### config.mk
export PLATFORM = sky130hd
export DESIGN_NAME = irq_combiner
export DESIGN_NICKNAME = d
export VERILOG_FILES = /design/src/rtl/irqc_pkg.sv /design/src/rtl/irqc_sync.sv /design/src/rtl/irqc_window.sv /design/src/rtl/irqc_regif.sv /design/src/rtl/irq_combiner.sv
export SDC_FILE = /design/constraint.sdc
export NUM_CORES = 2
export LEC_CHECK = 0
export BUFFER_PORTS_ARGS = -buffer_cell sky130_fd_sc_hd__buf_2
export CAP_MARGIN = 40
export CORE_MARGIN = 8
export CORE_UTILIZATION = 64
export DETAILED_ROUTE_END_ITERATION = 8
export PLACE_DENSITY = 0.95
export SLEW_MARGIN = 20
export SYNTH_ARGS = -nofsm -noshare
export SYNTH_HDL_FRONTEND = slang
export SYNTH_HIERARCHICAL = 1
export SYNTH_SLANG_ARGS = --single-unit
### constraint.sdc
create_clock -name clk -period 3.51 [get_ports clk]
set_input_delay 0.702 -clock clk [delete_from_list [all_inputs] [get_ports clk]]
set_output_delay 0.702 -clock clk [all_outputs]
set_load 0.02 [all_outputs]
### src/rtl/irqc_pkg.sv
package irqc_pkg;

  // Register field inside a window, taken from address bits [3:2]
  typedef enum logic [1:0] {
    FLD_EN_SET = 2'd0,
    FLD_EN_CLR = 2'd1,
    FLD_RAW    = 2'd2,
    FLD_MASKED = 2'd3
  } reg_fld_e;

  localparam int WIN_STRIDE_LOG2 = 4;

endpackage

### src/rtl/irqc_sync.sv
module irqc_sync #(
  parameter int WIDTH  = 256,
  parameter int STAGES = 2
) (
  input  logic             clk,
  input  logic             rst,
  input  logic [WIDTH-1:0] d_i,
  output logic [WIDTH-1:0] q_o
);

  logic [STAGES-1:0][WIDTH-1:0] stage_q;

  generate
    for (genvar s = 0; s < STAGES; s++) begin : g_stage
      if (s == 0) begin : g_first
        always_ff @(posedge clk) begin
          if (rst) stage_q[s] <= '0;
          else     stage_q[s] <= d_i;
        end
      end else begin : g_next
        always_ff @(posedge clk) begin
          if (rst) stage_q[s] <= '0;
          else     stage_q[s] <= stage_q[s-1];
        end
      end
    end
  endgenerate

  assign q_o = stage_q[STAGES-1];

endmodule

### src/rtl/irqc_window.sv
module irqc_window #(
  parameter int DATA_W = 32
) (
  input  logic              clk,
  input  logic              rst,
  input  logic              set_stb,
  input  logic              clr_stb,
  input  logic [DATA_W-1:0] wdata,
  input  logic [DATA_W-1:0] raw_i,
  output logic [DATA_W-1:0] en_o,
  output logic [DATA_W-1:0] masked_o
);

  logic [DATA_W-1:0] en_q;
  logic [DATA_W-1:0] set_bits;
  logic [DATA_W-1:0] clr_bits;

  assign set_bits = set_stb ? wdata : '0;
  assign clr_bits = clr_stb ? wdata : '0;

  always_ff @(posedge clk) begin
    if (rst) en_q <= '0;
    else     en_q <= (en_q | set_bits) & ~clr_bits;
  end

  assign en_o     = en_q;
  assign masked_o = raw_i & en_q;

endmodule

### src/rtl/irqc_regif.sv
module irqc_regif
  import irqc_pkg::*;
#(
  parameter int DATA_W     = 32,
  parameter int ADDR_W     = 9,
  parameter int NUM_WIN    = 8,
  parameter int NUM_GROUPS = 32,
  parameter int SUM_ADDR   = 'h100
) (
  input  logic                            clk,
  input  logic                            rst,
  input  logic                            wr_en,
  input  logic                            rd_en,
  input  logic [ADDR_W-1:0]               addr,
  input  logic [NUM_WIN-1:0][DATA_W-1:0]  en_i,
  input  logic [NUM_WIN-1:0][DATA_W-1:0]  raw_i,
  input  logic [NUM_WIN-1:0][DATA_W-1:0]  masked_i,
  input  logic [NUM_GROUPS-1:0]           pend_i,
  output logic [NUM_WIN-1:0]              set_stb_o,
  output logic [NUM_WIN-1:0]              clr_stb_o,
  output logic [DATA_W-1:0]               rdata,
  output logic                            rd_valid
);

  localparam int WIN_IDX_W = (NUM_WIN > 1) ? $clog2(NUM_WIN) : 1;
  localparam int TOP_LSB   = WIN_STRIDE_LOG2 + WIN_IDX_W;

  logic [WIN_IDX_W-1:0] win_sel;
  logic                 win_hit;
  logic                 sum_hit;
  reg_fld_e             fld;
  logic [DATA_W-1:0]    rd_word;

  assign win_sel = addr[WIN_STRIDE_LOG2 +: WIN_IDX_W];
  assign fld     = reg_fld_e'(addr[3:2]);
  assign win_hit = (addr[1:0] == 2'b00) && (addr[ADDR_W-1:TOP_LSB] == '0);
  assign sum_hit = (addr == ADDR_W'(SUM_ADDR));

  generate
    for (genvar w = 0; w < NUM_WIN; w++) begin : g_stb
      assign set_stb_o[w] = wr_en && win_hit && (win_sel == WIN_IDX_W'(w)) && (fld == FLD_EN_SET);
      assign clr_stb_o[w] = wr_en && win_hit && (win_sel == WIN_IDX_W'(w)) && (fld == FLD_EN_CLR);
    end
  endgenerate

  always_comb begin
    rd_word = '0;
    if (win_hit) begin
      unique case (fld)
        FLD_EN_SET, FLD_EN_CLR: rd_word = en_i[win_sel];
        FLD_RAW:                rd_word = raw_i[win_sel];
        FLD_MASKED:             rd_word = masked_i[win_sel];
        default:                rd_word = '0;
      endcase
    end else if (sum_hit) begin
      rd_word = DATA_W'(pend_i);
    end
  end

  always_ff @(posedge clk) begin
    if (rst) begin
      rdata    <= '0;
      rd_valid <= 1'b0;
    end else begin
      rd_valid <= rd_en;
      if (rd_en) rdata <= rd_word;
    end
  end

endmodule

### src/rtl/irq_combiner.sv
module irq_combiner #(
  parameter int NUM_GROUPS  = 32,
  parameter int GRP_SIZE    = 8,
  parameter int DATA_W      = 32,
  parameter int ADDR_W      = 9,
  parameter int SYNC_STAGES = 2,
  parameter int SUM_ADDR    = 'h100
) (
  input  logic                           clk,
  input  logic                           rst,
  input  logic [NUM_GROUPS*GRP_SIZE-1:0] src_i,
  input  logic                           wr_en,
  input  logic                           rd_en,
  input  logic [ADDR_W-1:0]              addr,
  input  logic [DATA_W-1:0]              wdata,
  output logic [DATA_W-1:0]              rdata,
  output logic                           rd_valid,
  output logic [NUM_GROUPS-1:0]          grp_irq_o
);

  localparam int NUM_SRC     = NUM_GROUPS * GRP_SIZE;
  localparam int GRP_PER_WIN = DATA_W / GRP_SIZE;
  localparam int NUM_WIN     = NUM_GROUPS / GRP_PER_WIN;

  logic [NUM_SRC-1:0]               sync_lvl;
  logic [NUM_WIN-1:0][DATA_W-1:0]   raw_w;
  logic [NUM_WIN-1:0][DATA_W-1:0]   en_all;
  logic [NUM_WIN-1:0][DATA_W-1:0]   masked_w;
  logic [NUM_SRC-1:0]               masked_flat;
  logic [NUM_WIN-1:0]               set_stb;
  logic [NUM_WIN-1:0]               clr_stb;
  logic [NUM_GROUPS-1:0]            grp_pend;

  irqc_sync #(
    .WIDTH  (NUM_SRC),
    .STAGES (SYNC_STAGES)
  ) u_sync (
    .clk (clk),
    .rst (rst),
    .d_i (src_i),
    .q_o (sync_lvl)
  );

  assign raw_w       = sync_lvl;
  assign masked_flat = masked_w;

  generate
    for (genvar w = 0; w < NUM_WIN; w++) begin : g_win
      irqc_window #(
        .DATA_W (DATA_W)
      ) u_win (
        .clk      (clk),
        .rst      (rst),
        .set_stb  (set_stb[w]),
        .clr_stb  (clr_stb[w]),
        .wdata    (wdata),
        .raw_i    (raw_w[w]),
        .en_o     (en_all[w]),
        .masked_o (masked_w[w])
      );
    end

    for (genvar g = 0; g < NUM_GROUPS; g++) begin : g_grp
      assign grp_pend[g] = |masked_flat[g*GRP_SIZE +: GRP_SIZE];
    end
  endgenerate

  always_ff @(posedge clk) begin
    if (rst) grp_irq_o <= '0;
    else     grp_irq_o <= grp_pend;
  end

  irqc_regif #(
    .DATA_W     (DATA_W),
    .ADDR_W     (ADDR_W),
    .NUM_WIN    (NUM_WIN),
    .NUM_GROUPS (NUM_GROUPS),
    .SUM_ADDR   (SUM_ADDR)
  ) u_regif (
    .clk       (clk),
    .rst       (rst),
    .wr_en     (wr_en),
    .rd_en     (rd_en),
    .addr      (addr),
    .en_i      (en_all),
    .raw_i     (raw_w),
    .masked_i  (masked_w),
    .pend_i    (grp_pend),
    .set_stb_o (set_stb),
    .clr_stb_o (clr_stb),
    .rdata     (rdata),
    .rd_valid  (rd_valid)
  );

endmodule

# After elaboration in Yosys (flattened, before gate mapping)
# Index checks and enable logic that the tools add are counted.
[word_totals]
regBits = 833
input_bits = 301
output_inout_bits = 65
elab_cells = 145
[op_classes]
order_cmp = 1
eq_ne = 11
mux = 25
bitwise = 32
n_reduce_logical = 63
[ops]
columns = ["operator", "n"]
rows = [
  ["2-to-1 mux 32 bit", 21],
  ["bitwise AND 32 bit", 16],
  ["binary-select mux 32 bit (select 3 bit)", 3],
  ["inverter 32 bit", 8],
  ["bitwise OR 32 bit", 8],
  ["OR reduction 8 bit", 32],
  ["case mux 32 bit (3 select lines)", 1],
  ["logical AND 1 bit", 26],
  ["equality test 3 bit, second input constant", 4],
  ["equality test 9 bit, second input constant", 1],
  ["equality test 3 x 2 -> 1 bit, second input constant", 2],
  ["logical NOT 2 bit", 3],
  ["equality test 2 bit, second input constant", 2],
  ["< comparator 3 x 4 -> 1 bit, second input constant", 1],
  ["equality test 3 x 1 -> 1 bit, second input constant", 1],
  ["logical NOT 3 bit", 1],
  ["equality test 2 x 1 -> 1 bit, second input constant", 1],
  ["OR reduction 2 bit", 1],
]

# Logic depth before layout (Yosys ltp)
[depth]
ltp_word = 8
mapped_depth = 9
ltp_nobuf = 7

# Modules after synthesis
# Netlist, hierarchy kept.
[by_module_without_submodules]
columns = ["module", "instances", "cells_each", "area_each_um2", "seq_area_each_um2"]
rows = [
  ["irqc_sync", 1, 1337, 15652.5, 10249.8],
  ["irqc_window", 8, 137, 1462.7, 640.6],
  ["irqc_regif", 1, 750, 8096.5, 660.6],
  ["irq_combiner", 1, 163, 1736.7, 640.6],
]

# Worst setup path before layout
# OpenSTA, ideal clock, no wires.
[synth_path]
path_kind = "in2reg"
startpoint = "input port addr[8]"
endpoint = "register g_win[1].u_win.en_q[30]"
setup_time_ns = 0.079
t_arrival_ns = 2.214
t_required_ns = 3.431
setup_slack_ns = 1.217
cell_stages = 7
path_buffers = 2
cell_sequence = "clkbuf_1 > nor4_1 > nand4_1 > nor2_1 > buf_6 > a21oi_1 > a211oi_2"
[synth_via]
elab_chain_cells = 8
word_cells_on_any_way = 11
classes_between = "mux (2); bitwise (3); reduce/logical (6)"
[synth_rtl]
columns = ["item", "line_no", "rtl"]
rows = [
  ["start, declared", "irq_combiner.sv:14", "input logic [ADDR_W-1:0] addr,"],
  ["logical NOT 2 bit", "irqc_regif.sv:36", "assign win_hit = (addr[1:0] == 2'b00) && (addr[ADDR_W-1:TOP_LSB] == '0);"],
  ["logical AND 1 bit", "irqc_regif.sv:36", ""],
  ["logical AND 1 bit (3 in a row)", "irqc_regif.sv:41", "assign set_stb_o[w] = wr_en && win_hit && (win_sel == WIN_IDX_W'(w)) && (fld == FLD_EN_SET);"],
  ["via set_stb[1]", "irq_combiner.sv:30", "logic [NUM_WIN-1:0] set_stb;"],
  ["2-to-1 mux 32 bit", "irqc_window.sv:18", "assign set_bits = set_stb ? wdata : '0;"],
  ["bitwise OR 32 bit", "irqc_window.sv:23", "else en_q <= (en_q | set_bits) & ~clr_bits;"],
  ["bitwise AND 32 bit", "irqc_window.sv:23", ""],
  ["end signal, assigned", "irqc_window.sv:23", ""],
  ["end, declared", "irqc_window.sv:14", "logic [DATA_W-1:0] en_q;"],
]
# The timed path passes the listed nets, and every way through them passes these cells.
# A chain may end at the register's enable or synchronous reset.

# Worst setup path in the final report
[layout_path]
startpoint = "input port addr[6]"
endpoint = "register g_win[3].u_win.en_q[4]"
[layout_via]
elab_chain_cells = 6
word_cells_on_any_way = 9
classes_between = "eq/ne (1); mux (2); bitwise (3); reduce/logical (3)"
[layout_rtl]
columns = ["item", "line_no"]
rows = [
  ["equality test 3 x 2 -> 1 bit", "irqc_regif.sv:41"],
  ["logical AND 1 bit (2 in a row)", "irqc_regif.sv:41"],
  ["via set_stb[3]", "irq_combiner.sv:30"],
  ["2-to-1 mux 32 bit", "irqc_window.sv:18"],
  ["bitwise OR 32 bit", "irqc_window.sv:23"],
  ["bitwise AND 32 bit", "irqc_window.sv:23"],
  ["end signal, assigned", "irqc_window.sv:23"],
  ["end, declared", "irqc_window.sv:14"],
]
# The timed path passes the listed nets, and every way through them passes these cells.

==> summary by stage <==
Outcome
The run finished with clean final reports.

Cells and area
After filler insertion, the fill cell instance count of the layout stands at ~4000. The finished layout holds approximately 4200 standard cells, fillers aside. The combined area of the multi-input logic cells is between 15000 and 20000 sq um. The sequential cells in the finished layout cover a total of between 15000 and 20000 sq um.

The area growth from synthesis to layout is 8.87%. In the final layout, the share of cells above drive strength 1 is 0.317. The net count of the finished layout is approximately 3700.

Floorplanning
The initial core utilization is 0.646. The width of the die is approximately 260 um. The core region is 57600 sq um. The vertical die dimension is ~260 um.

The row count is 88. The number of placed I/O pins is 366. The die footprint is roughly 66000 sq um.

Placed design
The post-placement setup slack is between 600 and 700 ps. Counting tap cells, the placed design contains a total of 4067 instances. The global placement routability congestion is slightly above 1. Once detailed placement completed, the half-perimeter wirelength came to around 73000 um. The count of buffers added on input and output ports is around 370.

Clock network
After clock tree synthesis, the clock-pin slew on the worst setup and hold paths is approximately 60 ps. The number of hold-repair buffers added at the cts stage is 0. Buffers inserted during clock tree synthesis total just over 80. The buffer type at the clock tree root is sky130_fd_sc_hd__clkbuf_16. The buffers inserted during post-CTS setup optimization is 0. Clock latency on the worst-skew pair, taken at its later pin, is around 650 ps. The maximum level of the CTS H-tree is 3. The TritonCTS clock tree is built. The count of clock tree sinks is 833. The number of gates resized after CTS was 0.

The buffer levels on the longest clock path is 3.

Global routing
The number of antenna violations at the first check in global routing is 16. For this run, the total global-route usage over all layers was measured as 0.321. The global route total overflow is 0. Entering global routing, the biggest net connects 93 pins. The number of global-route vias before repair came to ~28000. The wire length of the first global-routing pass is 166000 um.

Route
The number of nets with antenna violations after routing is 0. Wires add up to between 100000 and 150000 um. Dividing the detail-routed wire length by the instance count gives 26.4 um.

In this run, the number of DRC markers left after iteration 0 of detailed routing was 3907. The DRC violations left is 0. Dividing the detail-routed via count by the number of cells gives 6.56. The number of vias after detailed routing is around 28000. The number of optimization iterations in the first detailed-route pass is 8.

Worst setup path
Of all nets on the critical path, the largest fanout is 25. The critical path contains buffers and inverters numbering 5 combined. The classification of the worst setup path is in -> reg.

On the worst path, the slowest cell contributes a delay of about 410 ps. The cell with the most instances on the worst path is sky130_fd_sc_hd__buf_4. The critical path endpoint category is a flop.

The cell with the largest stage delay on the worst path is sky130_fd_sc_hd__buf_4. Data on the critical path arrives at its endpoint at roughly 3000 ps. For the worst setup path, the data required time is about 4000 ps. The worst setup path is launched from a primary input.

The family with the most delay on the worst path is buffers and inverters. The critical path goes through buf_2, buf_4, clkinv_1, buf_4, nand4_1, nor2_2, buf_4, a21oi_1, a211oi_2.

STA
The worst slew slack as a fraction of its limit is 0.420. Of the available clock period, the critical path in the final layout requires 0.725. The post-layout minimum cycle time is ~2500 ps.

For this run, the top clock speed supported by timing is around 400 MHz. The number of pins with negative max-slew slack in the final report is 0. Across the routed clock network, the largest skew measured is slightly below 40 ps. The slew at the pin closest to its max-slew limit is between 800 and 900 ps.

Setup violations remaining at the end of the flow were counted as 0. In the post-route analysis, the smallest setup slack over all paths is around 970 ps. Adding up every negative setup slack in the final design gives 0 ps. The final hold violation count is 0. Setup repair after global routing left no endpoint under its margin.

Logic synthesis
The distinct cell type count after synthesis is 42. The fraction of the mapped netlist area in adder cells is 0. The cell count after synthesis came out at approximately 3300.

The mux cell area share after synthesis is 0.107. The synthesized netlist net count is between 3000 and 4000. The sequential cell area fraction in the yosys report is 0.448. During synthesis, Yosys emitted a total of 6 warnings. The top flip-flop cell by instance count after synthesis is sky130_fd_sc_hd__dfxtp_1. The share of synthesized cell area in and, or, nand and nor gates is 0.176.

The share of the synthesized netlist area taken by xor and xnor gates is 0. The post-synthesis area per instance is approximately 11 sq um. The largest family of logic cells by synthesized area is simple AND/OR/NAND/NOR gates. The post-synthesis async set-or-reset flop share is 0. The number of enable-type register cells in the synthesized netlist is 0. The cell area that synthesis handed to floorplanning was roughly 37000 sq um. The compound-cell area share of the yosys netlist was 0.175. The number of register bits inferred by synthesis is ~830.

Hold path
The worst hold path belongs to the class in -> reg.

Job
The max-capacitance violation count is 0.

Pwr
The leakage power is ~0.015 uW. The peak supply drop is just over 0.0004 V. Dividing total power by cell area gives a power density of 504 nW/um^2.
-- through the flow --
step / hold slack, ps / power [uW] / utilization / area [sq um]
finish: 258 / 20400 / 0.703 / 40500
global route: 264 / 21000 / 0.703 / 40500
CTS: 249 / 20500 / 0.703 / 40500
detailed placement: 420 / 11300 / 0.653 / 37600
global placement: 421 / 11200 / 0.653 / 37600
floorplan: 414 / 10900 / - / 37200
-- where the power goes --
| part | switching (uW) | internal [uW] |
|---|---|---|
| sequential | 151 | 9740 |
| clock | 3730 | 5570 |
| combinational | 750 | 483 |
| total | 4630 | 15800 |
-- area by class of cell --
cell class / count / area share
multi-input combinational: 1989 / 0.423
sequential: 833 / 0.412
timing repair buffer: 446 / 0.0675
clock buffer: 108 / 0.0566
tap: 765 / 0.0236
clock inverter: 37 / 0.0139
inverter: 34 / 0.00315
antenna: 6 / 0.000371
-- logic make-up after synthesis --
kind of cell	count (synthesis)
flip-flops	833
multiplexers	196
AND/OR/NAND/NOR	999
AO/OA/AOI/OAI	794
buffers and inverters	524
-- per-layer routing --
metal,part of all wire,wire [um],global-route usage
met1,0.35,39100,0.390
met2,0.43,48100,0.484
met3,0.14,15800,0.110
met4,0.076,8440,0.208
met5,0.00088,98,0
-- path summary, 6_finish.rpt --
path,start,endpoint,slack (ps),depth (start not counted)
hold reg to reg,u_sync/stage_q[134]$_SDFF_PP0_,u_sync/q_o[134]$_SDFF_PP0_,430,1
setup reg to reg,u_sync/q_o[89]$_SDFF_PP0_,u_regif/rdata[11]$_SDFFE_PP0P_,1600,7
setup / recovery,addr[6],g_win[3].u_win/en_o[4]$_SDFF_PP0_,970,9
hold / removal,src_i[160],u_sync/stage_q[160]$_SDFF_PP0_,260,2
-- synth_stat cells, types with 2 or more instances --
library cell / instances / area share
sky130_fd_sc_hd__buf_4: 304 / 0.061
sky130_fd_sc_hd__buf_6: 34 / 0.010
sky130_fd_sc_hd__nor4_2: 64 / 0.022
sky130_fd_sc_hd__a211oi_1: 17 / 0.0034
sky130_fd_sc_hd__a211oi_2: 240 / 0.081
sky130_fd_sc_hd__a311oi_1: 32 / 0.0075
sky130_fd_sc_hd__inv_1: 33 / 0.0033
sky130_fd_sc_hd__nand2_1: 36 / 0.0036
sky130_fd_sc_hd__and3b_1: 2 / 0.00047
sky130_fd_sc_hd__nand3b_1: 28 / 0.0057
sky130_fd_sc_hd__o2bb2ai_1: 28 / 0.0066
sky130_fd_sc_hd__and2_1: 256 / 0.043
sky130_fd_sc_hd__dfxtp_1: 833 / 0.45
sky130_fd_sc_hd__nor3_1: 29 / 0.0039
sky130_fd_sc_hd__o31ai_1: 7 / 0.0014
sky130_fd_sc_hd__mux2i_1: 32 / 0.0086
sky130_fd_sc_hd__nand2b_1: 3 / 0.00050
sky130_fd_sc_hd__o31ai_2: 25 / 0.0084
sky130_fd_sc_hd__mux2_2: 2 / 0.00061
sky130_fd_sc_hd__a21oi_1: 350 / 0.047
sky130_fd_sc_hd__nor2_1: 21 / 0.0021
sky130_fd_sc_hd__buf_2: 94 / 0.013
sky130_fd_sc_hd__nand4_1: 4 / 0.00067
sky130_fd_sc_hd__nor2b_1: 548 / 0.092
sky130_fd_sc_hd__buf_1: 5 / 0.00050
sky130_fd_sc_hd__mux4_2: 162 / 0.098
sky130_fd_sc_hd__o22ai_1: 28 / 0.0047
sky130_fd_sc_hd__a22o_1: 31 / 0.0073
sky130_fd_sc_hd__a211o_1: 2 / 0.00047
sky130_fd_sc_hd__a22oi_1: 32 / 0.0065
sky130_fd_sc_hd__clkbuf_1: 53 / 0.0053
-- placed cells by master, fill, tap and decap left out, types with 32 or more instances in the layout --
master and instances:
sky130_fd_sc_hd__buf_4 60, sky130_fd_sc_hd__nand2_1 36, sky130_fd_sc_hd__nor4_2 64, sky130_fd_sc_hd__a311oi_1 32
sky130_fd_sc_hd__dfxtp_1 833, sky130_fd_sc_hd__mux4_2 162, sky130_fd_sc_hd__a22oi_1 32, sky130_fd_sc_hd__clkbuf_16 84
sky130_fd_sc_hd__a211oi_2 240, sky130_fd_sc_hd__a21oi_1 350, sky130_fd_sc_hd__and2_1 256, sky130_fd_sc_hd__nor2b_1 547
sky130_fd_sc_hd__mux2i_1 32, sky130_fd_sc_hd__inv_1 33, sky130_fd_sc_hd__buf_2 362
-- state kept, by name, indices dropped and copies added, names as in the netlist --
name              count
g_win.u_win/en_o    256
u_sync/q_o          256
u_sync/stage_q      256
grp_irq_o            32
u_regif/rdata        32
u_regif/rd_valid      1
(Power assumes the default switching activity.)
